==> src/rtl/alu_pkg.sv <==
package alu_pkg;

   typedef enum logic [4:0] {
      OP_ADD  = 5'd0,  OP_ADC  = 5'd1,  OP_SUB  = 5'd2,  OP_SBC  = 5'd3,
      OP_AND  = 5'd4,  OP_OR   = 5'd5,  OP_XOR  = 5'd6,  OP_COM  = 5'd7,
      OP_NEG  = 5'd8,  OP_INC  = 5'd9,  OP_DEC  = 5'd10, OP_LSL  = 5'd11,
      OP_ROL  = 5'd12, OP_LSR  = 5'd13, OP_ROR  = 5'd14, OP_ASR  = 5'd15,
      OP_SWAP = 5'd16, OP_BST  = 5'd17, OP_BLD  = 5'd18, OP_CP   = 5'd19,
      OP_CPC  = 5'd20
   } alu_op_e;

   // status byte layout
   localparam int F_C   = 0;
   localparam int F_Z   = 1;
   localparam int F_N   = 2;
   localparam int F_V   = 3;
   localparam int F_S   = 4;
   localparam int F_H   = 5;
   localparam int F_T   = 6;
   localparam int F_I   = 7;
   localparam int NFLAG = 8;

   function automatic logic chains_zero(alu_op_e op);
      return (op == OP_SBC) || (op == OP_CPC);
   endfunction

   function automatic logic is_addsub(alu_op_e op);
      return (op == OP_ADD) || (op == OP_ADC) || (op == OP_SUB) || (op == OP_SBC) ||
             (op == OP_NEG) || (op == OP_CP)  || (op == OP_CPC) ||
             (op == OP_INC) || (op == OP_DEC);
   endfunction

endpackage

==> src/rtl/alu_addsub.sv <==
module alu_addsub #(
   parameter int WIDTH = 8
) (
   input  logic [WIDTH-1:0] a_i,
   input  logic [WIDTH-1:0] b_i,
   input  logic             carry_i,
   input  logic             sub_i,
   output logic [WIDTH-1:0] sum_o,
   output logic             carry_o,
   output logic             half_o,
   output logic             ovf_o
);
   localparam int HW = WIDTH / 2;

   logic [WIDTH-1:0] b_x;
   logic             cin_x;
   logic [WIDTH:0]   full;

   // a - b - c == a + ~b + ~c ; borrows are inverted carries
   always_comb begin
      b_x     = sub_i ? ~b_i : b_i;
      cin_x   = carry_i ^ sub_i;
      full    = {1'b0, a_i} + {1'b0, b_x} + {{WIDTH{1'b0}}, cin_x};
      sum_o   = full[WIDTH-1:0];
      carry_o = full[WIDTH] ^ sub_i;
      // carry into the upper half recovered from the sum bit
      half_o  = (full[HW] ^ a_i[HW] ^ b_x[HW]) ^ sub_i;
      ovf_o   = (a_i[WIDTH-1] == b_x[WIDTH-1]) && (full[WIDTH-1] != a_i[WIDTH-1]);
   end
endmodule

==> src/rtl/alu_bitops.sv <==
module alu_bitops
   import alu_pkg::*;
#(
   parameter int WIDTH = 8,
   localparam int BW = $clog2(WIDTH),
   localparam int HW = WIDTH / 2
) (
   input  alu_op_e          op_i,
   input  logic [WIDTH-1:0] a_i,
   input  logic [WIDTH-1:0] b_i,
   input  logic [BW-1:0]    sel_i,
   input  logic             carry_i,
   input  logic             t_i,
   output logic [WIDTH-1:0] res_o,
   output logic             cout_o,
   output logic             t_o
);
   always_comb begin
      res_o  = a_i;
      cout_o = 1'b0;
      t_o    = a_i[sel_i];
      case (op_i)
         OP_AND:  res_o = a_i & b_i;
         OP_OR:   res_o = a_i | b_i;
         OP_XOR:  res_o = a_i ^ b_i;
         OP_COM:  res_o = ~a_i;
         OP_LSL:  begin res_o = {a_i[WIDTH-2:0], 1'b0};        cout_o = a_i[WIDTH-1]; end
         OP_ROL:  begin res_o = {a_i[WIDTH-2:0], carry_i};     cout_o = a_i[WIDTH-1]; end
         OP_LSR:  begin res_o = {1'b0, a_i[WIDTH-1:1]};        cout_o = a_i[0]; end
         OP_ROR:  begin res_o = {carry_i, a_i[WIDTH-1:1]};     cout_o = a_i[0]; end
         OP_ASR:  begin res_o = {a_i[WIDTH-1], a_i[WIDTH-1:1]}; cout_o = a_i[0]; end
         OP_SWAP: res_o = {a_i[HW-1:0], a_i[WIDTH-1:HW]};
         OP_BLD:  res_o[sel_i] = t_i;
         default: res_o = a_i;
      endcase
   end
endmodule

==> src/rtl/alu_flagctl.sv <==
module alu_flagctl
   import alu_pkg::*;
#(
   parameter int WIDTH = 8
) (
   input  alu_op_e          op_i,
   input  logic [WIDTH-1:0] res_i,
   input  logic             ar_c_i,
   input  logic             ar_h_i,
   input  logic             ar_v_i,
   input  logic             sh_c_i,
   input  logic             t_i,
   input  logic             z_i,
   output logic [NFLAG-1:0] flags_o,
   output logic [NFLAG-1:0] mask_o,
   output logic             res_we_o
);
   localparam logic [NFLAG-1:0] M_ZNVS  = NFLAG'((1 << F_Z) | (1 << F_N) | (1 << F_V) | (1 << F_S));
   localparam logic [NFLAG-1:0] M_CZNVS = M_ZNVS | NFLAG'(1 << F_C);
   localparam logic [NFLAG-1:0] M_ARITH = M_CZNVS | NFLAG'(1 << F_H);
   localparam logic [NFLAG-1:0] M_T     = NFLAG'(1 << F_T);

   logic zf, nf, vf;

   always_comb begin
      flags_o  = '0;
      mask_o   = '0;
      res_we_o = 1'b1;
      zf       = (res_i == '0);
      nf       = res_i[WIDTH-1];
      vf       = 1'b0;
      case (op_i)
         OP_ADD, OP_ADC, OP_SUB, OP_SBC, OP_NEG, OP_CP, OP_CPC: begin
            flags_o[F_C] = ar_c_i;
            flags_o[F_H] = ar_h_i;
            vf           = ar_v_i;
            mask_o       = M_ARITH;
         end
         OP_INC, OP_DEC: begin
            vf     = ar_v_i;
            mask_o = M_ZNVS;
         end
         OP_AND, OP_OR, OP_XOR: mask_o = M_ZNVS;
         OP_COM: begin
            flags_o[F_C] = 1'b1;
            mask_o       = M_CZNVS;
         end
         OP_LSL, OP_ROL, OP_LSR, OP_ROR, OP_ASR: begin
            flags_o[F_C] = sh_c_i;
            vf           = nf ^ sh_c_i;
            mask_o       = M_CZNVS;
         end
         OP_BST: begin
            flags_o[F_T] = t_i;
            mask_o       = M_T;
            res_we_o     = 1'b0;
         end
         OP_SWAP, OP_BLD: mask_o = '0;
         default: res_we_o = 1'b0;
      endcase
      if ((op_i == OP_CP) || (op_i == OP_CPC)) res_we_o = 1'b0;
      if (chains_zero(op_i)) zf = zf & z_i;
      flags_o[F_Z] = zf;
      flags_o[F_N] = nf;
      flags_o[F_V] = vf;
      flags_o[F_S] = nf ^ vf;
   end
endmodule

==> src/rtl/flag_alu.sv <==
module flag_alu
   import alu_pkg::*;
#(
   parameter int WIDTH   = 8,
   parameter bit OUT_REG = 1'b1
) (
   input  logic                     clk,
   input  logic                     rst_n,
   input  logic [4:0]               op_i,
   input  logic [WIDTH-1:0]         a_i,
   input  logic [WIDTH-1:0]         b_i,
   input  logic [$clog2(WIDTH)-1:0] sel_i,
   input  logic                     c_i,
   input  logic                     t_i,
   input  logic                     z_i,
   output logic [WIDTH-1:0]         res_o,
   output logic                     res_we_o,
   output logic [7:0]               flags_o,
   output logic [7:0]               flag_we_o
);
   localparam int HW = WIDTH / 2;
   localparam logic [WIDTH-1:0] ONE = {{(WIDTH-1){1'b0}}, 1'b1};

   if ((WIDTH < 4) || ((WIDTH & (WIDTH - 1)) != 0)) begin : g_bad_width
      $error("flag_alu: WIDTH must be a power of two of at least 4");
   end

   alu_op_e op;
   assign op = alu_op_e'(op_i);

   // operand steering for the shared adder
   logic [WIDTH-1:0] ax, bx;
   logic             cx, sx;
   always_comb begin
      ax = a_i;
      bx = b_i;
      cx = 1'b0;
      sx = 1'b0;
      case (op)
         OP_ADC:         cx = c_i;
         OP_SUB, OP_CP:  sx = 1'b1;
         OP_SBC, OP_CPC: begin cx = c_i; sx = 1'b1; end
         OP_NEG:         begin ax = '0; bx = a_i; sx = 1'b1; end
         OP_INC:         bx = ONE;
         OP_DEC:         begin bx = ONE; sx = 1'b1; end
         default:        ;
      endcase
   end

   logic [WIDTH-1:0] ar_sum, bo_res, nx_res;
   logic             ar_c, ar_h, ar_v, bo_c, bo_t;

   alu_addsub #(.WIDTH(WIDTH)) u_addsub (
      .a_i(ax), .b_i(bx), .carry_i(cx), .sub_i(sx),
      .sum_o(ar_sum), .carry_o(ar_c), .half_o(ar_h), .ovf_o(ar_v)
   );

   alu_bitops #(.WIDTH(WIDTH)) u_bitops (
      .op_i(op), .a_i(a_i), .b_i(b_i), .sel_i(sel_i), .carry_i(c_i), .t_i(t_i),
      .res_o(bo_res), .cout_o(bo_c), .t_o(bo_t)
   );

   assign nx_res = is_addsub(op) ? ar_sum : bo_res;

   logic [NFLAG-1:0] nx_flags, nx_mask;
   logic             nx_we;

   alu_flagctl #(.WIDTH(WIDTH)) u_flagctl (
      .op_i(op), .res_i(nx_res), .ar_c_i(ar_c), .ar_h_i(ar_h), .ar_v_i(ar_v),
      .sh_c_i(bo_c), .t_i(bo_t), .z_i(z_i),
      .flags_o(nx_flags), .mask_o(nx_mask), .res_we_o(nx_we)
   );

   if (OUT_REG) begin : g_reg
      always_ff @(posedge clk or negedge rst_n) begin
         if (!rst_n) begin
            res_o     <= '0;
            res_we_o  <= 1'b0;
            flags_o   <= '0;
            flag_we_o <= '0;
         end else begin
            res_o     <= nx_res;
            res_we_o  <= nx_we;
            flags_o   <= nx_flags;
            flag_we_o <= nx_mask;
         end
      end

      logic seen_q;
      always_ff @(posedge clk or negedge rst_n) begin
         if (!rst_n) seen_q <= 1'b0;
         else        seen_q <= 1'b1;
      end

      p_sign_r11: assert property (@(posedge clk) disable iff (!rst_n)
         flag_we_o[F_S] |-> (flags_o[F_S] == (flags_o[F_N] ^ flags_o[F_V])));

      p_zchain_r3: assert property (@(posedge clk) disable iff (!rst_n)
         (seen_q && (($past(op_i) == 5'(OP_SBC)) || ($past(op_i) == 5'(OP_CPC))) && !$past(z_i))
         |-> !flags_o[F_Z]);

      p_nowrite_r10: assert property (@(posedge clk) disable iff (!rst_n)
         (seen_q && (($past(op_i) == 5'(OP_CP)) || ($past(op_i) == 5'(OP_CPC)) ||
                     ($past(op_i) == 5'(OP_BST)))) |-> !res_we_o);

      p_swap_r8: assert property (@(posedge clk) disable iff (!rst_n)
         (seen_q && ($past(op_i) == 5'(OP_SWAP)))
         |-> ((flag_we_o == '0) && (res_o == {$past(a_i[HW-1:0]), $past(a_i[WIDTH-1:HW])})));

      p_logic_r4: assert property (@(posedge clk) disable iff (!rst_n)
         (seen_q && (($past(op_i) == 5'(OP_AND)) || ($past(op_i) == 5'(OP_OR)) ||
                     ($past(op_i) == 5'(OP_XOR))))
         |-> (!flags_o[F_V] && !flag_we_o[F_C] && !flag_we_o[F_H]));

      p_com_r6: assert property (@(posedge clk) disable iff (!rst_n)
         (seen_q && ($past(op_i) == 5'(OP_COM))) |-> (flags_o[F_C] && !flags_o[F_V]));
   end else begin : g_comb
      assign res_o     = nx_res;
      assign res_we_o  = nx_we;
      assign flags_o   = nx_flags;
      assign flag_we_o = nx_mask;
   end
endmodule

==> config.mk <==
export PLATFORM = sky130hd
export DESIGN_NAME = flag_alu
export DESIGN_NICKNAME = d
export VERILOG_FILES = /design/src/rtl/alu_pkg.sv /design/src/rtl/alu_addsub.sv /design/src/rtl/alu_bitops.sv /design/src/rtl/alu_flagctl.sv /design/src/rtl/flag_alu.sv
export SDC_FILE = /design/constraint.sdc
export NUM_CORES = 1
export LEC_CHECK = 0
export CORE_UTILIZATION = 35
export CTS_BUF_LIST = sky130_fd_sc_hd__clkbuf_4 sky130_fd_sc_hd__clkbuf_8
export DETAILED_ROUTE_END_ITERATION = 8
export DONT_BUFFER_PORTS = 1
export SYNTH_ARGS = -nofsm -noshare
export SYNTH_HDL_FRONTEND = slang
export SYNTH_HIERARCHICAL = 1
export SYNTH_SLANG_ARGS = --single-unit
==> constraint.sdc <==
create_clock -name clk -period 0.8 [get_ports clk]
set_clock_uncertainty 0.1 [all_clocks]
set_input_delay 0.08 -clock clk [delete_from_list [all_inputs] [get_ports clk]]
set_output_delay 0.08 -clock clk [all_outputs]
set_load 0.01 [all_outputs]
Word-level counts from Yosys, hierarchy flattened
Index checks and enable logic that the tools add are counted.
Widths: inputs -> output; s select.
- word-level logic and storage cells: 89
- output and inout port bits: 25
- bits in registers: 24
- bits of input ports: 29
- magnitude comparators: 2
- reductions and logical operators: 25
- equal/unequal tests: 22
- mux-type cells: 21
- bitwise gates (word level): 13
- add/subtract/negate cells: 2
- operator list (kind ; number):
    $pmux 8 s11 ; 1
    $eq 5x4->1 const B ; 8
    $pmux 7 s4 ; 1
    $eq 5x5->1 const B ; 5
    $mux 8 ; 3
    $eq 5x3->1 const B ; 4
    $reduce_or 20->1 ; 1
    $not 8->8 ; 2
    $pmux 8 s2 ; 1
    $reduce_or 6->1 ; 2
    $eq 5x2->1 const B ; 2
    $logic_or 1x1->1 ; 10
    $reduce_or 5->1 ; 2
    $add 8x8->9 ; 1
    $add 9x1->9 ; 1
    $mux 1 ; 9
    $reduce_or 9->1 ; 1
    $and 8x8->8 ; 1
    $bwmux 8 ; 1
    $logic_not 8->1 ; 1
    $or 8x8->8 ; 1
    $xor 8x8->8 ; 1
    $reduce_or 7->1 ; 1
    $xor 1x1->1 ; 7
    14 further kinds ; 18

Logic depth before layout (Yosys ltp)
- depth in word-level cells: 13
- mapped depth: 15
- gate-level depth less buffers: 13

Modules after synthesis
Netlist, hierarchy kept.
- modules (own cells, without submodules) (module ; cells each ; seq. area each (um2) ; area each (um2) ; instances):
    alu_bitops ; 188 ; 0.0 ; 1325.0 ; 1
    flag_alu ; 69 ; 625.6 ; 994.7 ; 1
    alu_addsub ; 62 ; 0.0 ; 516.7 ; 1
    alu_flagctl ; 59 ; 0.0 ; 374.1 ; 1

Worst setup path after synthesis
No wires, ideal clock.
- path type: input port to flip-flop
- start point: input port op_i[2]
- end point: register flags_o[1]
- slack: -2476 ps
- required time: 639 ps
- cell stages on the path: 15
- buffers on the path: 2
- setup time: 61 ps
- arrival: 3114 ps
- cell sequence: or3b_4 -> nor3_4 -> buf_6 -> a22oi_1 -> xnor2_1 -> fa_1 -> fa_1 -> nand2b_1 -> a21oi_1 -> or4_2 -> nand3_1 -> mux2_2 -> nor4_1 -> o311a_1 -> buf_4
- elaborated cells on any way between the ends: 46
- those cells by class: add/sub: 2; eq/ne: 19; mux: 8; bitwise: 3; reduce/logical: 14
- RTL lines (item ; line ; source):
    from (decl) ; flag_alu.sv:9 ; input logic [4:0] op_i,
    $eq 5x4->1 ; flag_alu.sv:39 ; case (op)
    $reduce_or 2->1 (no source line) ; -- ;
    $pmux 8 s2 * ; flag_alu.sv:39 ;
    named net bx[0] ; flag_alu.sv:32 ; logic [WIDTH-1:0] ax, bx;
    $not 8->8 ; alu_addsub.sv:21 ; b_x = sub_i ? ~b_i : b_i;
    $mux 8 * ; alu_addsub.sv:21 ;
    $add 8x8->9 * ; alu_addsub.sv:23 ; full = {1'b0, a_i} + {1'b0, b_x} + {{WIDTH{1'b0}}, cin_x};
    $add 9x1->9 * ; alu_addsub.sv:23 ;
    named net ar_sum[6] ; flag_alu.sv:50 ; logic [WIDTH-1:0] ar_sum, bo_res, nx_res;
    $mux 8 * ; flag_alu.sv:63 ; assign nx_res = is_addsub(op) ? ar_sum : bo_res;
    named net nx_res[6] ; flag_alu.sv:50 ;
    $logic_not 8->1 * ; alu_flagctl.sv:29 ; zf = (res_i == '0);
    $and 1x1->1 ; alu_flagctl.sv:62 ; if (chains_zero(op_i)) zf = zf & z_i;
    $mux 1 * ; alu_flagctl.sv:62 ;
    named net u_flagctl.zf ; alu_flagctl.sv:23 ; logic zf, nf, vf;
    to (signal assigned) ; flag_alu.sv:84 ; flags_o <= nx_flags;
    to (decl) ; flag_alu.sv:18 ; output logic [7:0] flags_o,
Mark *: on every way through the listed nets, which the timed path passes. The rest lies on a longest branch.

Worst setup path in the final report
- start point: input port op_i[2]
- end point: register flags_o[3]
- elaborated cells on any way between the ends: 52
- those cells by class: add/sub: 2; eq/ne: 21; mux: 9; bitwise: 3; reduce/logical: 17
- RTL lines (item ; line ; source):
    $eq 5x4->1 ; flag_alu.sv:39 ;
    $reduce_or 2->1 (no source line) ; -- ;
    $pmux 8 s2 * ; flag_alu.sv:39 ;
    named net bx[2] ; flag_alu.sv:32 ;
    $not 8->8 ; alu_addsub.sv:21 ;
    $mux 8 * ; alu_addsub.sv:21 ;
    $add 8x8->9 * ; alu_addsub.sv:23 ;
    $add 9x1->9 * ; alu_addsub.sv:23 ;
    $ne 1x1->1 * ; alu_addsub.sv:28 ; ovf_o = (a_i[WIDTH-1] == b_x[WIDTH-1]) && (full[WIDTH-1] != a_i[WIDTH-1]);
    $logic_and 1x1->1 * ; alu_addsub.sv:28 ;
    named net ar_v ; flag_alu.sv:51 ; logic ar_c, ar_h, ar_v, bo_c, bo_t;
    $pmux 1 s2 * ; alu_flagctl.sv:32 ; case (op_i)
    named net nx_flags[3] ; flag_alu.sv:65 ; logic [NFLAG-1:0] nx_flags, nx_mask;
Marked as above.

==> impl_metrics.prom <==
# TYPE chip_impl_metric gauge
chip_impl_metric{name="max_slew.worst_pin.slew",unit="ns"} 0.548
chip_impl_metric{name="dpl.cell_count",unit=""} 526
chip_impl_metric{name="power.internal",unit="mW"} 3.16
chip_impl_metric{name="dr.first_iter.drc_count",unit=""} 189
chip_impl_metric{name="post_synth_instance_area",unit="mm²"} 0.00321
chip_impl_info{name="most_frequent_cells_in_the_layout",value="66 x buf_4, 34 x inv_1, 25 x dfrtp_1, 23 x ha_1"} 1
chip_impl_metric{name="leakagePower",unit="nW"} 1.90
chip_impl_info{name="critPathLaunchType",value="input pin"} 1
chip_impl_metric{name="rows",unit=""} 34
chip_impl_metric{name="sw_frac_of_total",unit="%"} 32.7
chip_impl_info{name="end_kind",value="register"} 1
chip_impl_metric{name="ctsHtreeMaxLevel",unit=""} 1
chip_impl_metric{name="nFillCells",unit=""} 843
chip_impl_metric{name="place_congestion",unit=""} 0.954
chip_impl_metric{name="layout.nets",unit=""} 488
chip_impl_metric{name="p_per_area",unit="mW/mm²"} 1160
chip_impl_metric{name="share_of_layout_cells_above_drive_strength_1",unit="%"} 34.2
chip_impl_info{name="clockRootBuffer",value="clkbuf_8"} 1
chip_impl_metric{name="globalRouteTotalUtil",unit="%"} 19.3
chip_impl_metric{name="cts.reportedPaths.clkPinSlew",unit="ns"} 0.07
chip_impl_metric{name="syn-instance-count",unit=""} 378
chip_impl_info{name="cts_tree",value="built"} 1
chip_impl_metric{name="route.detailed.wl_per_inst",unit="µm"} 17.0
chip_impl_metric{name="max-cap-violations",unit=""} 0
chip_impl_metric{name="multi_input_area",unit="mm²"} 0.00247
chip_impl_metric{name="cts_max_path_buffers",unit=""} 2
chip_impl_metric{name="ys_warn_count",unit=""} 6
chip_impl_metric{name="grt-ovfl-total",unit=""} 0
chip_impl_info{name="netlist_top_cells_area",value="dfrtp_1 19%, ha_1 9.0%, inv_1 4.2%"} 1
chip_impl_metric{name="ys_async_sr_fraction",unit="%"} 100
chip_impl_metric{name="pwr-share-clk",unit="%"} 14.2
chip_impl_metric{name="cts_hold_buf",unit=""} 2
chip_impl_info{name="synthDominantAreaCellType",value="dfrtp_1"} 1
chip_impl_metric{name="floorplan.initialDensity",unit="%"} 36.5
chip_impl_info{name="setup_repair_after_global_routing_missed_its_margin",value="true"} 1
chip_impl_metric{name="seq_total_area_yosys",unit="%"} 19.5
chip_impl_metric{name="crit_path_max_incr_delay",unit="ns"} 0.41
chip_impl_metric{name="yosys.area.top_type_share",unit="%"} 19.5
chip_impl_metric{name="first_global_vias",unit=""} 2968
chip_impl_metric{name="post_route_setup_slack",unit="ns"} -2.00
chip_impl_metric{name="number_of_cts_inserted_buffers",unit=""} 3
chip_impl_metric{name="synth.distinct_cells",unit=""} 78
chip_impl_info{name="path_delay_family",value="compound AO/OA/AOI/OAI gates"} 1
chip_impl_metric{name="grt_start_max_net_pins",unit=""} 37
chip_impl_metric{name="slew_violations",unit=""} 0
chip_impl_metric{name="final-hold-violation-count",unit=""} 33
chip_impl_metric{name="timing.hold.ws",unit="ns"} -0.593
chip_impl_metric{name="cp.buffers_inverters",unit=""} 1
chip_impl_metric{name="routed_via_density",unit=""} 5.63
chip_impl_metric{name="setup_viol_count_final",unit=""} 39
chip_impl_metric{name="worst-endpoint-arrival",unit="ns"} 2.85
chip_impl_info{name="run_status",value="finished with violations"} 1
chip_impl_metric{name="initial_antenna_violation_count",unit=""} 0
chip_impl_metric{name="die-height",unit="µm"} 97.8
chip_impl_metric{name="max-vdd-ir-drop",unit="mV"} 0.631
chip_impl_metric{name="drt-total-wl",unit="mm"} 9.19
chip_impl_metric{name="grt_first_pass_wirelength",unit="mm"} 14.7
chip_impl_metric{name="sequential_cell_area",unit="µm²"} 626
chip_impl_metric{name="design.die.area",unit="mm²"} 0.00956
chip_impl_info{name="critPathKind",value="input pin to register"} 1
chip_impl_info{name="dominantRegCellSynth",value="dfrtp_1"} 1
chip_impl_metric{name="port_buffers",unit=""} 0
chip_impl_metric{name="drc",unit=""} 17
chip_impl_metric{name="antenna_nets_post_route",unit=""} 0
chip_impl_metric{name="syn_avg_cell_area",unit="µm²"} 8.49
chip_impl_metric{name="critical_path_cell_count",unit=""} 13
chip_impl_metric{name="vias",unit=""} 3044
chip_impl_metric{name="timing.slew.headroom",unit="%"} 63.3
chip_impl_metric{name="fin_crit",unit="ns"} 2.80
chip_impl_info{name="worst_hold_path_class",value="input pin to asynchronous set/reset pin"} 1
chip_impl_metric{name="synth.ff_latch_count",unit=""} 25
chip_impl_metric{name="maximum_fanout_along_the_worst_path",unit=""} 32
chip_impl_metric{name="post_dp_cell_area",unit="mm²"} 0.00375
chip_impl_metric{name="drt_first_pass_iters",unit=""} 6
chip_impl_metric{name="syn_to_final_growth",unit="%"} 26.6
chip_impl_metric{name="placed_wire_length_estimate",unit="mm"} 7.06
chip_impl_metric{name="fmax",unit="MHz"} 357
chip_impl_metric{name="antenna_cells_inserted",unit=""} 0
chip_impl_metric{name="p_seq_share",unit="%"} 33.8
chip_impl_info{name="failed_checks",value="DRC, hold timing, setup timing"} 1
chip_impl_metric{name="fp.dieW",unit="µm"} 97.8
chip_impl_info{name="cp_slowest_cell",value="or3b_4"} 1
chip_impl_metric{name="finalCritPeriodShare",unit="%"} 350
chip_impl_metric{name="p_switching",unit="mW"} 1.54
chip_impl_info{name="final_common_cell",value="buf_4"} 1
chip_impl_metric{name="combPwrFrac",unit="%"} 52.0
chip_impl_metric{name="critPathRequiredTime",unit="ns"} 0.85
chip_impl_metric{name="tritoncts_num_sinks",unit=""} 25
chip_impl_metric{name="core_region_area",unit="mm²"} 0.00881
chip_impl_metric{name="layoutNonFillerInstCount",unit=""} 541
chip_impl_metric{name="synth-edff-count",unit=""} 0
chip_impl_metric{name="io-pin-count",unit=""} 54
chip_impl_metric{name="final_cell_area",unit="mm²"} 0.00407
chip_impl_info{name="crit_path_cell_trace",value="or3b_4 -> nor3_4 -> buf_6 -> a22o_1 -> xor2_1 -> ha_1 -> o211ai_2 -> a21oi_4 -> o41ai_4 -> mux2_4 -> nor2b_4 -> a32o_2 -> o21bai_1"} 1
cells in the mapped netlist (3+ instances only):
cell	count
a21oi_1	24
a221oi_1	3
a22o_1	13
a22oi_1	4
a2bb2oi_1	3
a32oi_1	6
and2_1	3
and2b_1	6
buf_2	7
buf_4	13
buf_6	4
clkbuf_1	5
dfrtp_1	25
ha_1	23
inv_1	36
mux2_2	10
mux2i_1	9
nand2_1	21
nand2b_1	9
nand3_1	6
nand3b_1	3
nor2_1	22
nor2b_1	9
nor3_1	5
nor3b_1	3
o211ai_1	3
o21ai_0	25
o32a_1	3
xnor2_1	10
xor2_1	8
worst paths after layout:
check / slack [ns] / to / startpoint
max in group asynchronous: 1.12 / res_o[5]$_DFF_PN0_ / rst_n
min: -0.59 / res_we_o$_DFF_PN0_ / rst_n
max: -2.00 / flags_o[3]$_DFF_PN0_ / op_i[2]
min in group clk: -0.17 / flag_we_o[4]$_DFF_PN0_ / op_i[3]
registers in the layout (all words and copies together), names as in the netlist:
signal / flops
flags_o: 8
flag_we_o: 8
res_o: 8
res_we_o: 1
timing repair:
item / 4_1_cts / 5_1_grt
pin swaps: 14 / 9
endpoints found under the hold margin: 35 / 33
gates resized for setup: 23 / 24
setup endpoints to repair: 40 / 48
setup buffers: 5 / 4
routing by layer:
metal	vias to the layer above	share of wire, %	GRT usage [%]
li1	1459	-	-
met1	1446	41	22.6
met2	110	50	35.4
met3	29	4.5	2.08
met4	0	3.6	8.39
met5	-	0	0
area by class of cell:
type                            count  share of cell area, %
Multi-Input combinational cell    289                   60.7
Timing Repair Buffer               79                   16.1
Sequential cell                    25                   15.4
Inverter                           36                   3.39
Tap cell                          108                   3.32
Clock buffer                        3                   1.02
Clock inverter                      1                  0.123
power groups by stage:
stage / Combinational [mW] / Clock [mW] / Sequential (mW)
detailed placement: 2.17 / 0 / 1.61
floorplan: 1.64 / 0 / 1.59
global placement: 2.14 / 0 / 1.61
CTS: 2.34 / 0.697 / 1.59
finish: 2.44 / 0.669 / 1.59
global route: 2.66 / 0.738 / 1.60
kinds of logic after synthesis:
| family | synth area share, % |
|---|---|
| mux | 7.37 |
| buf+inv | 10.3 |
| flops | 19.5 |
| simple gates | 19.4 |
| xor+xnor | 5.61 |
| other cells | 0.117 |
| compound gates | 27.5 |
| fa+ha+maj | 10.2 |
through the flow:
stage / setup TNS, ns / util (%) / power, mW / setup slack (ns) / hold WS [ns]
floorplan: -27.32 / - / 3.23 / -2.43 / -0.316
detailed placement: -29.74 / 42.6 / 3.79 / -2.36 / -0.315
finish: -24.87 / 46.2 / 4.70 / -2.00 / -0.593
global route: -26.37 / 46.2 / 5.01 / -2.10 / -0.611
CTS: -27.20 / 45.0 / 4.63 / -2.00 / -0.601
global placement: -29.22 / 42.6 / 3.75 / -2.30 / -0.315
Power figures use the tool's default switching activity.
